**src/rtl/scan_tap.sv**
```systemverilog
`timescale 1ns/1ps
module scan_tap #(
  parameter int          NPIN    = 4,
  parameter int          NCELL   = 2,
  parameter logic [31:0] ID_WORD = 32'h4A51_C0DF
) (
  input  logic             tck,
  input  logic             tms,
  input  logic             tdi,
  input  logic             por_n,
  output logic             tdo,
  output logic             tdo_en,
  input  logic [NPIN-1:0]  core_out,
  input  logic [NPIN-1:0]  core_oe,
  input  logic [NPIN-1:0]  pad_in,
  input  logic [NCELL-1:0] cell_val,
  output logic [NPIN-1:0]  pad_out,
  output logic [NPIN-1:0]  pad_oe
);
  localparam int CHAIN = 3*NPIN + NCELL;
  localparam logic [3:0] OP_EXT  = 4'b0000;
  localparam logic [3:0] OP_SAMP = 4'b0010;
  localparam logic [3:0] OP_ID   = 4'b0110;
  localparam logic [3:0] OP_HIZ  = 4'b0111;
  localparam logic [3:0] IR_CAP  = 4'b0001;

  typedef enum logic [3:0] {
    S_TLR, S_RTI, S_SEL_DR, S_CAP_DR, S_SH_DR, S_EX1_DR, S_PAU_DR, S_EX2_DR, S_UPD_DR,
    S_SEL_IR, S_CAP_IR, S_SH_IR, S_EX1_IR, S_PAU_IR, S_EX2_IR, S_UPD_IR
  } tap_t;

  tap_t st, st_nx;

  always_comb begin
    case (st)
      S_TLR:    st_nx = tms ? S_TLR    : S_RTI;
      S_RTI:    st_nx = tms ? S_SEL_DR : S_RTI;
      S_SEL_DR: st_nx = tms ? S_SEL_IR : S_CAP_DR;
      S_CAP_DR: st_nx = tms ? S_EX1_DR : S_SH_DR;
      S_SH_DR:  st_nx = tms ? S_EX1_DR : S_SH_DR;
      S_EX1_DR: st_nx = tms ? S_UPD_DR : S_PAU_DR;
      S_PAU_DR: st_nx = tms ? S_EX2_DR : S_PAU_DR;
      S_EX2_DR: st_nx = tms ? S_UPD_DR : S_SH_DR;
      S_UPD_DR: st_nx = tms ? S_SEL_DR : S_RTI;
      S_SEL_IR: st_nx = tms ? S_TLR    : S_CAP_IR;
      S_CAP_IR: st_nx = tms ? S_EX1_IR : S_SH_IR;
      S_SH_IR:  st_nx = tms ? S_EX1_IR : S_SH_IR;
      S_EX1_IR: st_nx = tms ? S_UPD_IR : S_PAU_IR;
      S_PAU_IR: st_nx = tms ? S_EX2_IR : S_PAU_IR;
      S_EX2_IR: st_nx = tms ? S_UPD_IR : S_SH_IR;
      S_UPD_IR: st_nx = tms ? S_SEL_DR : S_RTI;
      default:  st_nx = S_TLR;
    endcase
  end

  always_ff @(posedge tck or negedge por_n)
    if (!por_n) st <= S_TLR;
    else        st <= st_nx;

  logic [3:0] ir_sr, ir_cur;
  logic       sel_bsr, sel_id, sel_byp;
  assign sel_bsr = (ir_cur == OP_EXT) || (ir_cur == OP_SAMP);
  assign sel_id  = (ir_cur == OP_ID);
  assign sel_byp = !sel_bsr && !sel_id;

  always_ff @(posedge tck or negedge por_n)
    if (!por_n)              ir_sr <= IR_CAP;
    else if (st == S_CAP_IR) ir_sr <= IR_CAP;
    else if (st == S_SH_IR)  ir_sr <= {tdi, ir_sr[3:1]};

  always_ff @(negedge tck or negedge por_n)
    if (!por_n)              ir_cur <= OP_ID;
    else if (st == S_TLR)    ir_cur <= OP_ID;
    else if (st == S_UPD_IR) ir_cur <= ir_sr;

  logic [CHAIN-1:0] cap, bsr;
  logic [31:0]      idr;
  logic             byp;

  for (genvar i = 0; i < NPIN; i++) begin : g_pin
    assign cap[3*i]   = pad_in[i];
    assign cap[3*i+1] = core_out[i];
    assign cap[3*i+2] = core_oe[i];
  end
  for (genvar j = 0; j < NCELL; j++) begin : g_cell
    assign cap[3*NPIN+j] = cell_val[j];
  end

  always_ff @(posedge tck or negedge por_n)
    if (!por_n) begin
      bsr <= '0;
      idr <= '0;
      byp <= 1'b0;
    end else begin
      if (sel_bsr && st == S_CAP_DR)     bsr <= cap;
      else if (sel_bsr && st == S_SH_DR) bsr <= {tdi, bsr[CHAIN-1:1]};
      if (sel_id && st == S_CAP_DR)      idr <= ID_WORD;
      else if (sel_id && st == S_SH_DR)  idr <= {tdi, idr[31:1]};
      if (sel_byp && st == S_CAP_DR)     byp <= 1'b0;
      else if (sel_byp && st == S_SH_DR) byp <= tdi;
    end

  logic [NPIN-1:0] upd_out, upd_oe;
  always_ff @(negedge tck or negedge por_n)
    if (!por_n) begin
      upd_out <= '0;
      upd_oe  <= '0;
    end else if (st == S_UPD_DR && sel_bsr) begin
      for (int i = 0; i < NPIN; i++) begin
        upd_out[i] <= bsr[3*i+1];
        upd_oe[i]  <= bsr[3*i+2];
      end
    end

  logic dr_bit;
  assign dr_bit = sel_bsr ? bsr[0] : (sel_id ? idr[0] : byp);

  always_ff @(negedge tck or negedge por_n)
    if (!por_n) begin
      tdo    <= 1'b0;
      tdo_en <= 1'b0;
    end else begin
      tdo    <= (st == S_SH_IR) ? ir_sr[0] : dr_bit;
      tdo_en <= (st == S_SH_IR) || (st == S_SH_DR);
    end

  assign pad_out = (ir_cur == OP_EXT) ? upd_out : core_out;
  assign pad_oe  = (ir_cur == OP_EXT) ? upd_oe  :
                   (ir_cur == OP_HIZ) ? '0      : core_oe;

  logic [2:0] ones_cnt;
  always_ff @(posedge tck or negedge por_n)
    if (!por_n)      ones_cnt <= '0;
    else if (!tms)   ones_cnt <= '0;
    else if (ones_cnt != 3'd5) ones_cnt <= ones_cnt + 3'd1;

  p_five_ones_r8: assert property (@(posedge tck) disable iff (!por_n)
    (ones_cnt == 3'd5) |-> (st == S_TLR));

  p_reset_id_r2: assert property (@(posedge tck) disable iff (!por_n)
    (st == S_TLR) |-> (ir_cur == OP_ID));

  p_ir_capture_r3: assert property (@(posedge tck) disable iff (!por_n)
    (st == S_CAP_IR) |=> (ir_sr == IR_CAP));

  p_byp_zero_r4: assert property (@(posedge tck) disable iff (!por_n)
    (st == S_CAP_DR && sel_byp) |=> (byp == 1'b0));

  p_hiz_oe_r7: assert property (@(posedge tck) disable iff (!por_n)
    (ir_cur == OP_HIZ) |-> (pad_oe == '0));

  p_shadow_still_r10: assert property (@(negedge tck) disable iff (!por_n)
    (st == S_SH_DR) |=> ($stable(upd_out) && $stable(upd_oe)));

  p_tdo_idle_r9: assert property (@(posedge tck) disable iff (!por_n)
    (st == S_RTI && $past(st) == S_RTI) |-> !tdo_en);
endmodule

```
**config.mk**
```make
export PLATFORM = sky130hd
export DESIGN_NAME = scan_tap
export DESIGN_NICKNAME = d
export VERILOG_FILES = /design/src/rtl/scan_tap.sv
export SDC_FILE = /design/constraint.sdc
export NUM_CORES = 1
export LEC_CHECK = 0
export ABC_AREA = 1
export ABC_CLOCK_PERIOD_IN_PS = 2400
export BUFFER_PORTS_ARGS = -buffer_cell sky130_fd_sc_hd__buf_2
export CORE_MARGIN = 8
export CORE_UTILIZATION = 64
export DETAILED_ROUTE_END_ITERATION = 6
export GPL_ROUTABILITY_DRIVEN = 0
export PLACE_DENSITY = 0.85
export SLEW_MARGIN = 30
export SYNTH_ARGS = -nofsm -noshare
export SYNTH_HDL_FRONTEND = slang
export SYNTH_SLANG_ARGS = --single-unit
```
**constraint.sdc**
```tcl
create_clock -name tck -period 2.4 [get_ports tck]
set_input_delay 0.36 -clock tck [delete_from_list [all_inputs] [get_ports tck]]
set_output_delay 0.36 -clock tck [all_outputs]
set_load 0.1 [all_outputs]
```
==> flow_metrics.env, run 1 <==
export IMPL_start_util_pct=66.0
export IMPL_cts_root_buf="clkbuf_8"
export IMPL_cts_buffers=9
export IMPL_synth_seq_cells=69
export IMPL_synth_cell_types=28
export IMPL_die_y_um=88.6
export IMPL_synth_fp_nets=430
export IMPL_pin_count=28
export IMPL_error="[ERROR DPL-0038] Utilization greater than 100%, impossible to legalize"
export IMPL_cts_htree_levels=3
export IMPL_num_rows=26
export IMPL_placed_cell_area_um2=4090
export IMPL_synth_area_per_cell_um2=8.19
export IMPL_syn_area_um2=3370
export IMPL_status="stopped before the end"
export IMPL_failed_stage="global routing (5_1_grt)"
export IMPL_syn_inst=412
export IMPL_grt_worst_endpoint="pad_oe[1]"
export IMPL_max_clock_path_buffers=2
export IMPL_clock_sinks=69
export IMPL_portBuffers=27
export IMPL_die_width_um=88.6
export IMPL_synth_seq_area_share_pct=51.3
export IMPL_endpoint_type="top-level output"
export IMPL_grt_max_degree=29
export IMPL_post_dp_hpwl_um=6030
export IMPL_synth_warnings=0
## cell usage after synthesis, drive strengths merged
master,count,area [um2]
nand4,3,18.8
clkbuf,3,11.3
a2bb2oi,1,8.76
a31oi,1,6.26
buf,17,114
dfrtp,54,1350
dfrtn,12,300
a21oi,8,40.0
nor3,1,16.3
o21ai,49,245
nand3,38,200
dfstp,3,78.8
nand2,126,488
inv,35,131
nor2,31,141
o21bai,1,7.51
o22ai,3,18.8
o211ai,15,113
nand3b,11,82.6
## stage by stage
stage          setup TNS, ns  hold slack (ns)  instances  setup slack (ns)
2_1_floorplan         -11.61           0.0644        412            -0.667
3_3_place_gp          -15.11            0.318        531            -0.470
3_5_place_dp          -18.12            0.322        531            -0.548
4_1_cts               -26.33            0.256        560            -0.803
## what timing repair did
item / CTS
gates resized for setup: 49
cloned: 5
endpoints found under the setup margin: 69
endpoints found under the hold margin: 2
buffers inserted: 7
pin swaps: 4
hold buffers: 1
## kinds of logic after synthesis
kind of cell,Yosys count,share of synthesized area [%]
simple gates,210,28.1
compound gates,78,13.0
flops,69,51.3
buf+inv,55,7.60
==> run 2: changes to the inputs <==
- CORE_UTILIZATION: 64 -> 40
- PLACE_DENSITY: 0.85 -> unset
- PLACE_DENSITY_LB_ADDON: unset -> 0.15
==> flow_metrics.env, run 2 <==
export IMPL_vdd_ir_drop_max_mv=0.576
export IMPL_pin_count=28
export IMPL_clk_latency_ns=0.38
export IMPL_slew_violations=0
export IMPL_synth_area_per_cell_um2=8.19
export IMPL_p_int_mw=3.30
export IMPL_synth_seq_cells=69
export IMPL_synth_seq_area_share_pct=51.3
export IMPL_nFillCells=709
export IMPL_portBuffers=27
export IMPL_start_util_pct=41.1
export IMPL_status="finished with violations"
export IMPL_synth_fp_nets=430
export IMPL_regArea_um2=1730
export IMPL_dr_pass1_iters=4
export IMPL_pwr_share_comb_pct=48.3
export IMPL_seqPwrFrac_pct=33.3
export IMPL_yosysMostFrequentCell="nand2_1"
export IMPL_synth_top_area_share_pct=40.1
export IMPL_layout_common_cells="110 x nand2_1, 52 x dfrtp_1, 47 x buf_4"
export IMPL_rrSetupSlack_ns=-0.51
export IMPL_num_vias=3161
export IMPL_dp_cells=566
export IMPL_post_dp_hpwl_um=5570
export IMPL_synthArstFlopShare_pct=100
export IMPL_timing_hold_violations_final=0
export IMPL_drc=0
export IMPL_synthTopCellsByArea="dfrtp_1 40%, nand2_1 14%, dfrtn_1 8.9%"
export IMPL_antennaDiodeCount=0
export IMPL_arrival_ns=2.84
export IMPL_dieArea_um2=11600
export IMPL_tns_ns=-24.24
export IMPL_wl_per_cell_um=15.2
export IMPL_switching_share_pct=41.0
export IMPL_post_synth_top_area_cell="dfrtp_1"
export IMPL_dr_first_iter_drc_count=122
export IMPL_finalNonFillerCells=609
export IMPL_syn_area_um2=3370
export IMPL_synth_common_cells="122 x nand2_1, 54 x dfrtp_1, 37 x o21ai_0, 36 x nand3_1, 32 x inv_1"
export IMPL_cts_tree="yes"
export IMPL_required_ns=2.04
export IMPL_drive_above_1_share_pct=32.5
export IMPL_nets=517
export IMPL_cts_htree_levels=3
export IMPL_grt_pass1_vias=3023
export IMPL_regMostFlops="idr"
export IMPL_antenna_found_initial=0
export IMPL_track_usage_pct=16.5
export IMPL_final_setup_skew_ns=0.0498
export IMPL_cts_root_buf="clkbuf_8"
export IMPL_clkPwrFrac_pct=18.4
export IMPL_setup_violations=57
export IMPL_rsz0062_at_grt="yes"
export IMPL_multi_input_area_um2=1650
export IMPL_largest_reg_flops=32
export IMPL_clk_pin_slew_ns=0.08
export IMPL_synth_edf_count=0
export IMPL_die_y_um=108
export IMPL_slew_headroom_pct=66.1
export IMPL_setup_ws_ns=-0.797
export IMPL_tightest_slew_ns=0.508
export IMPL_max_clock_path_buffers=2
export IMPL_coreArea_um2=8220
export IMPL_synth_cell_types=28
export IMPL_die_width_um=108
export IMPL_critPathLaunchType="flip-flop"
export IMPL_powerDensity_nw_per_um2=1140
export IMPL_p_sw_mw=2.29
export IMPL_synth_warnings=0
export IMPL_grt_pass1_wl_um=15100
export IMPL_grt_remaining_overflow=0
export IMPL_cellLeakagePower_nw=2.36
export IMPL_syn_to_final_growth_pct=44.8
export IMPL_clock_sinks=69
export IMPL_cts_buffers=9
export IMPL_max_cap_viol_count=0
export IMPL_drtAntennaViolNets=0
export IMPL_wirelength_um=9280
export IMPL_largestRegisters="idr: 32 flops, bsr: 14 flops"
export IMPL_violations="negative setup slack"
export IMPL_grt_max_degree=35
export IMPL_num_rows=33
export IMPL_endpoint_kind="output port"
export IMPL_crit_fanout=6
export IMPL_final_common_cell="nand2_1"
export IMPL_syn_inst=412
export IMPL_hold_path_class="in2reg"
export IMPL_critPathKind="reg2out"
export IMPL_synthFlopType="dfrtp_1"
export IMPL_vias_per_cell=5.19
==> run 2: power by group through the flow <==
stage | Combinational [mW] | Clock (mW) | Sequential, mW
after detailed placement | 2.16 | 0.00783 | 1.85
final | 2.70 | 1.03 | 1.86
after CTS | 2.49 | 1.04 | 1.84
after global placement | 2.14 | 0.00783 | 1.85
after global routing | 2.96 | 1.09 | 1.91
after floorplan | 1.37 | 0.00783 | 1.91
==> run 2: cell type report <==
type / instances / area share, %
Sequential cell: 69 / 35.5
Tap cell: 105 / 2.69
Clock inverter: 3 / 0.768
Timing Repair Buffer: 94 / 20.9
Multi-Input combinational cell: 289 / 33.8
Clock buffer: 15 / 3.61
Inverter: 34 / 2.77
==> run 2: cells by family after synthesis <==
family                 after synthesis  share of synthesized area [%]
and+or+nand+nor                    210                           28.1
AOI/OAI and AO/OA                   78                           13.0
DFF                                 69                           51.3
buffers and inverters               55                           7.60
==> run 2: metal layers <==
metal  vias up  share of wire, %  track usage (%)  routed length, um
met1      1521                46             22.1               4300
li1       1533                 -                -                  -
met2        91                47             24.5               4320
met3        16               5.0             3.59                463
met4         0               2.2             8.23                206
met5         -                 0                0                  0
==> run 2: timing repair <==
| item | 4_1_cts | 5_1_grt |
|---|---|---|
| pin swaps | 1 | 9 |
| cloned | 7 | 1 |
| endpoints found under the setup margin | 69 | 71 |
| setup buffers | 11 | 7 |
| gates resized for setup | 30 | 38 |
| hold buffers | 1 | 0 |
| endpoints found under the hold margin | 1 | 0 |
==> run 2: through the flow <==
stage               power, mW  utilization, %  worst slack [ns]  instance area [um2]  hold WS, ns
finish                   5.59            59.5            -0.797                 4890        0.255
global route             5.96            59.5            -0.850                 4890        0.267
CTS                      5.38            57.1            -0.802                 4690        0.242
detailed placement       4.02            50.3            -0.498                 4130        0.328
global placement         4.00            50.3            -0.453                 4130        0.326
floorplan                3.28               -            -0.667                 3520       0.0644
==> run 2: worst max-delay path: stages (launching register included) <==
cell	delay (ns)
dfstp_2	0.37
inv_4	0.08
nand3_4	0.10
inv_6	0.11
nand2_4	0.09
buf_4	0.16
a21oi_4	0.15
buf_12	0.18
==> run 2: worst paths after layout <==
kind / startpoint / endpoint / depth (start not counted)
worst min-delay path: tms / st[0] / 3
max in group asynchronous: por_n / ir_cur[1] / 2
worst max-delay path: ir_cur[2] / pad_out[1] / 7
worst min register to register: upd_out[0] / upd_out[0] / 2
worst max register to register: ir_cur[1] / idr[5] / 8
min in group asynchronous: por_n / st[3] / 2
No activity file was read; power rests on OpenSTA's default activity.
==> run 3: changes to the inputs <==
- SETUP_SLACK_MARGIN: unset -> 0.05
==> flow_metrics.env, run 3 (synthesized netlist as in run 2, its figures left out) <==
export IMPL_status="finished with violations"
export IMPL_violations="negative setup slack"
export IMPL_syn_to_final_growth_pct=56.2
export IMPL_max_clock_path_buffers=2
export IMPL_wirelength_um=9860
export IMPL_setup_ws_ns=-0.777
export IMPL_cts_root_buf="clkbuf_8"
export IMPL_arrival_ns=2.82
export IMPL_largestRegisters="idr: 32 flops, bsr: 14 flops"
export IMPL_nFillCells=643
export IMPL_regArea_um2=1730
export IMPL_slew_violations=0
export IMPL_critPathSlowestCell="dfstp_2"
export IMPL_clock_sinks=69
export IMPL_critPathKind="reg2out"
export IMPL_slew_headroom_pct=61.9
export IMPL_grt_pass1_wl_um=15200
export IMPL_regMostFlops="idr"
export IMPL_tns_ns=-28.77
export IMPL_start_util_pct=41.1
export IMPL_die_y_um=108
export IMPL_path_cells="inv_1 -> buf_4 -> nand3_1 -> nand2_4 -> buf_12"
export IMPL_dr_pass1_iters=5
export IMPL_fin_util_pct=64.1
export IMPL_hold_ws_ns=0.282
export IMPL_clk_pin_slew_ns=0.08
export IMPL_drive_above_1_share_pct=49.3
export IMPL_max_stage_delay_ns=0.54
export IMPL_timing_hold_violations_final=0
export IMPL_crit_fanout=4
export IMPL_cp_top_family="flip-flops"
export IMPL_vdd_ir_drop_max_mv=0.457
export IMPL_switching_share_pct=43.2
export IMPL_pin_count=28
export IMPL_num_vias=3248
export IMPL_seqPwrFrac_pct=31.2
export IMPL_portBuffers=27
export IMPL_cts_tree="yes"
export IMPL_tightest_slew_ns=0.570
export IMPL_final_common_cell="nand2_1"
export IMPL_clkPwrFrac_pct=16.5
export IMPL_num_rows=33
export IMPL_track_usage_pct=16.4
export IMPL_wl_per_cell_um=16.2
export IMPL_coreArea_um2=8220
export IMPL_cts_buffers=9
export IMPL_path_buf_inv=3
export IMPL_cellLeakagePower_nw=2.45
export IMPL_final_setup_skew_ns=0.0466
export IMPL_post_dp_hpwl_um=5650
export IMPL_antennaDiodeCount=0
export IMPL_pre_cts_slack_ns=-0.513
export IMPL_die_width_um=108
export IMPL_drtAntennaViolNets=0
export IMPL_grt_max_degree=40
export IMPL_dieArea_um2=11600
export IMPL_p_int_mw=3.56
export IMPL_grt_pass1_vias=3143
export IMPL_drc=0
export IMPL_nets=518
export IMPL_required_ns=2.04
export IMPL_rsz0062_at_grt="yes"
export IMPL_multi_input_area_um2=2010
export IMPL_critPathLaunchType="flip-flop"
export IMPL_powerDensity_nw_per_um2=1190
export IMPL_setup_violations=57
export IMPL_hold_path_class="in2reg"
export IMPL_vias_per_cell=5.32
export IMPL_dr_first_iter_drc_count=125
export IMPL_endpoint_kind="output port"
export IMPL_largest_reg_flops=32
export IMPL_max_cap_viol_count=0
export IMPL_pwr_share_comb_pct=52.2
export IMPL_cts_htree_levels=3
export IMPL_p_sw_mw=2.70
export IMPL_clk_latency_ns=0.37
export IMPL_finalNonFillerCells=610
export IMPL_dp_cells=565
export IMPL_antenna_found_initial=0
export IMPL_layout_common_cells="65 x nand2_1, 51 x dfrtp_1, 42 x buf_4"
export IMPL_grt_remaining_overflow=0
-- run 3: changes by cell type in the layout (fill, tap and decap cells not counted), moves of 5 or more --
| cell | previous run | this run |
|---|---|---|
| nand2_1 | 110 | 65 |
| nand2_2 | 5 | 36 |
| o21ai_2 | 2 | 23 |
| o21ai_0 | 22 | 7 |
| nand2_4 | 11 | 24 |
| nand3_1 | 27 | 18 |
| nand3_2 | 8 | 17 |
| o21ai_1 | 25 | 19 |
| buf_4 | 47 | 42 |
| buf_6 | 6 | 11 |
-- run 3: per-layer routing --
| layer | wire length, um | up-vias | track usage (%) |
|---|---|---|---|
| met5 | 0 | - | 0 |
| met4 | 133 | 0 | 4.16 |
| met3 | 486 | 12 | 4.01 |
| met2 | 5020 | 83 | 27.0 |
| met1 | 4230 | 1614 | 21.1 |
| li1 | - | 1539 | - |
-- run 3: layout make-up --
type,count,area share (%)
Inverter,34,2.56
Sequential cell,69,32.9
Multi-Input combinational cell,290,38.1
Clock buffer,12,3.78
Clock inverter,6,0.570
Timing Repair Buffer,94,19.5
Tap cell,105,2.49
-- run 3: worst min-delay path, delay by kind of cell --
family / cells / cell delay [ns]
AOI/OAI and AO/OA: 1 / 0.08
and+or+nand+nor: 1 / 0.05
buffers and inverters: 1 / 0.11
-- run 3: per-stage QoR --
stage                     total power, mW  instance area (um2)
after floorplan                      3.32                 3540
after global placement               4.00                 4150
after detailed placement             4.03                 4150
after CTS                            5.74                 4870
after global routing                 6.63                 5270
final                                6.26                 5270
-- run 3: path summary, 6_finish.rpt --
kind / end / slack [ns] / startpoint / cells after the start
setup / recovery: pad_oe[3] / -0.78 / ir_cur[1] / 5
hold / removal: st[0] / 0.28 / tms / 3
setup reg to reg: idr[5] / -0.61 / ir_cur[1] / 10
hold reg to reg: upd_oe[3] / 0.43 / upd_oe[3] / 2
max in group asynchronous: upd_out[0] / 0.44 / por_n / 3
min in group asynchronous: st[3] / 0.43 / por_n / 2
-- run 3: power groups by stage --
stage	combinational [mW]	clock [mW]	sequential (mW)
finish	3.27	1.04	1.96
detailed placement	2.15	0.00783	1.87
CTS	2.80	1.05	1.88
global placement	2.12	0.00783	1.86
global route	3.52	1.10	2.01
floorplan	1.39	0.00783	1.92
-- run 3: timing repair --
action / in CTS / in global routing
hold endpoints to repair: 2 / 0
gates resized for setup: 78 / 108
pin swaps: 14 / 14
hold buffers: 1 / 0
setup buffers: 10 / 13
endpoints found under the setup margin: 69 / 71
gates cloned: 7 / 2
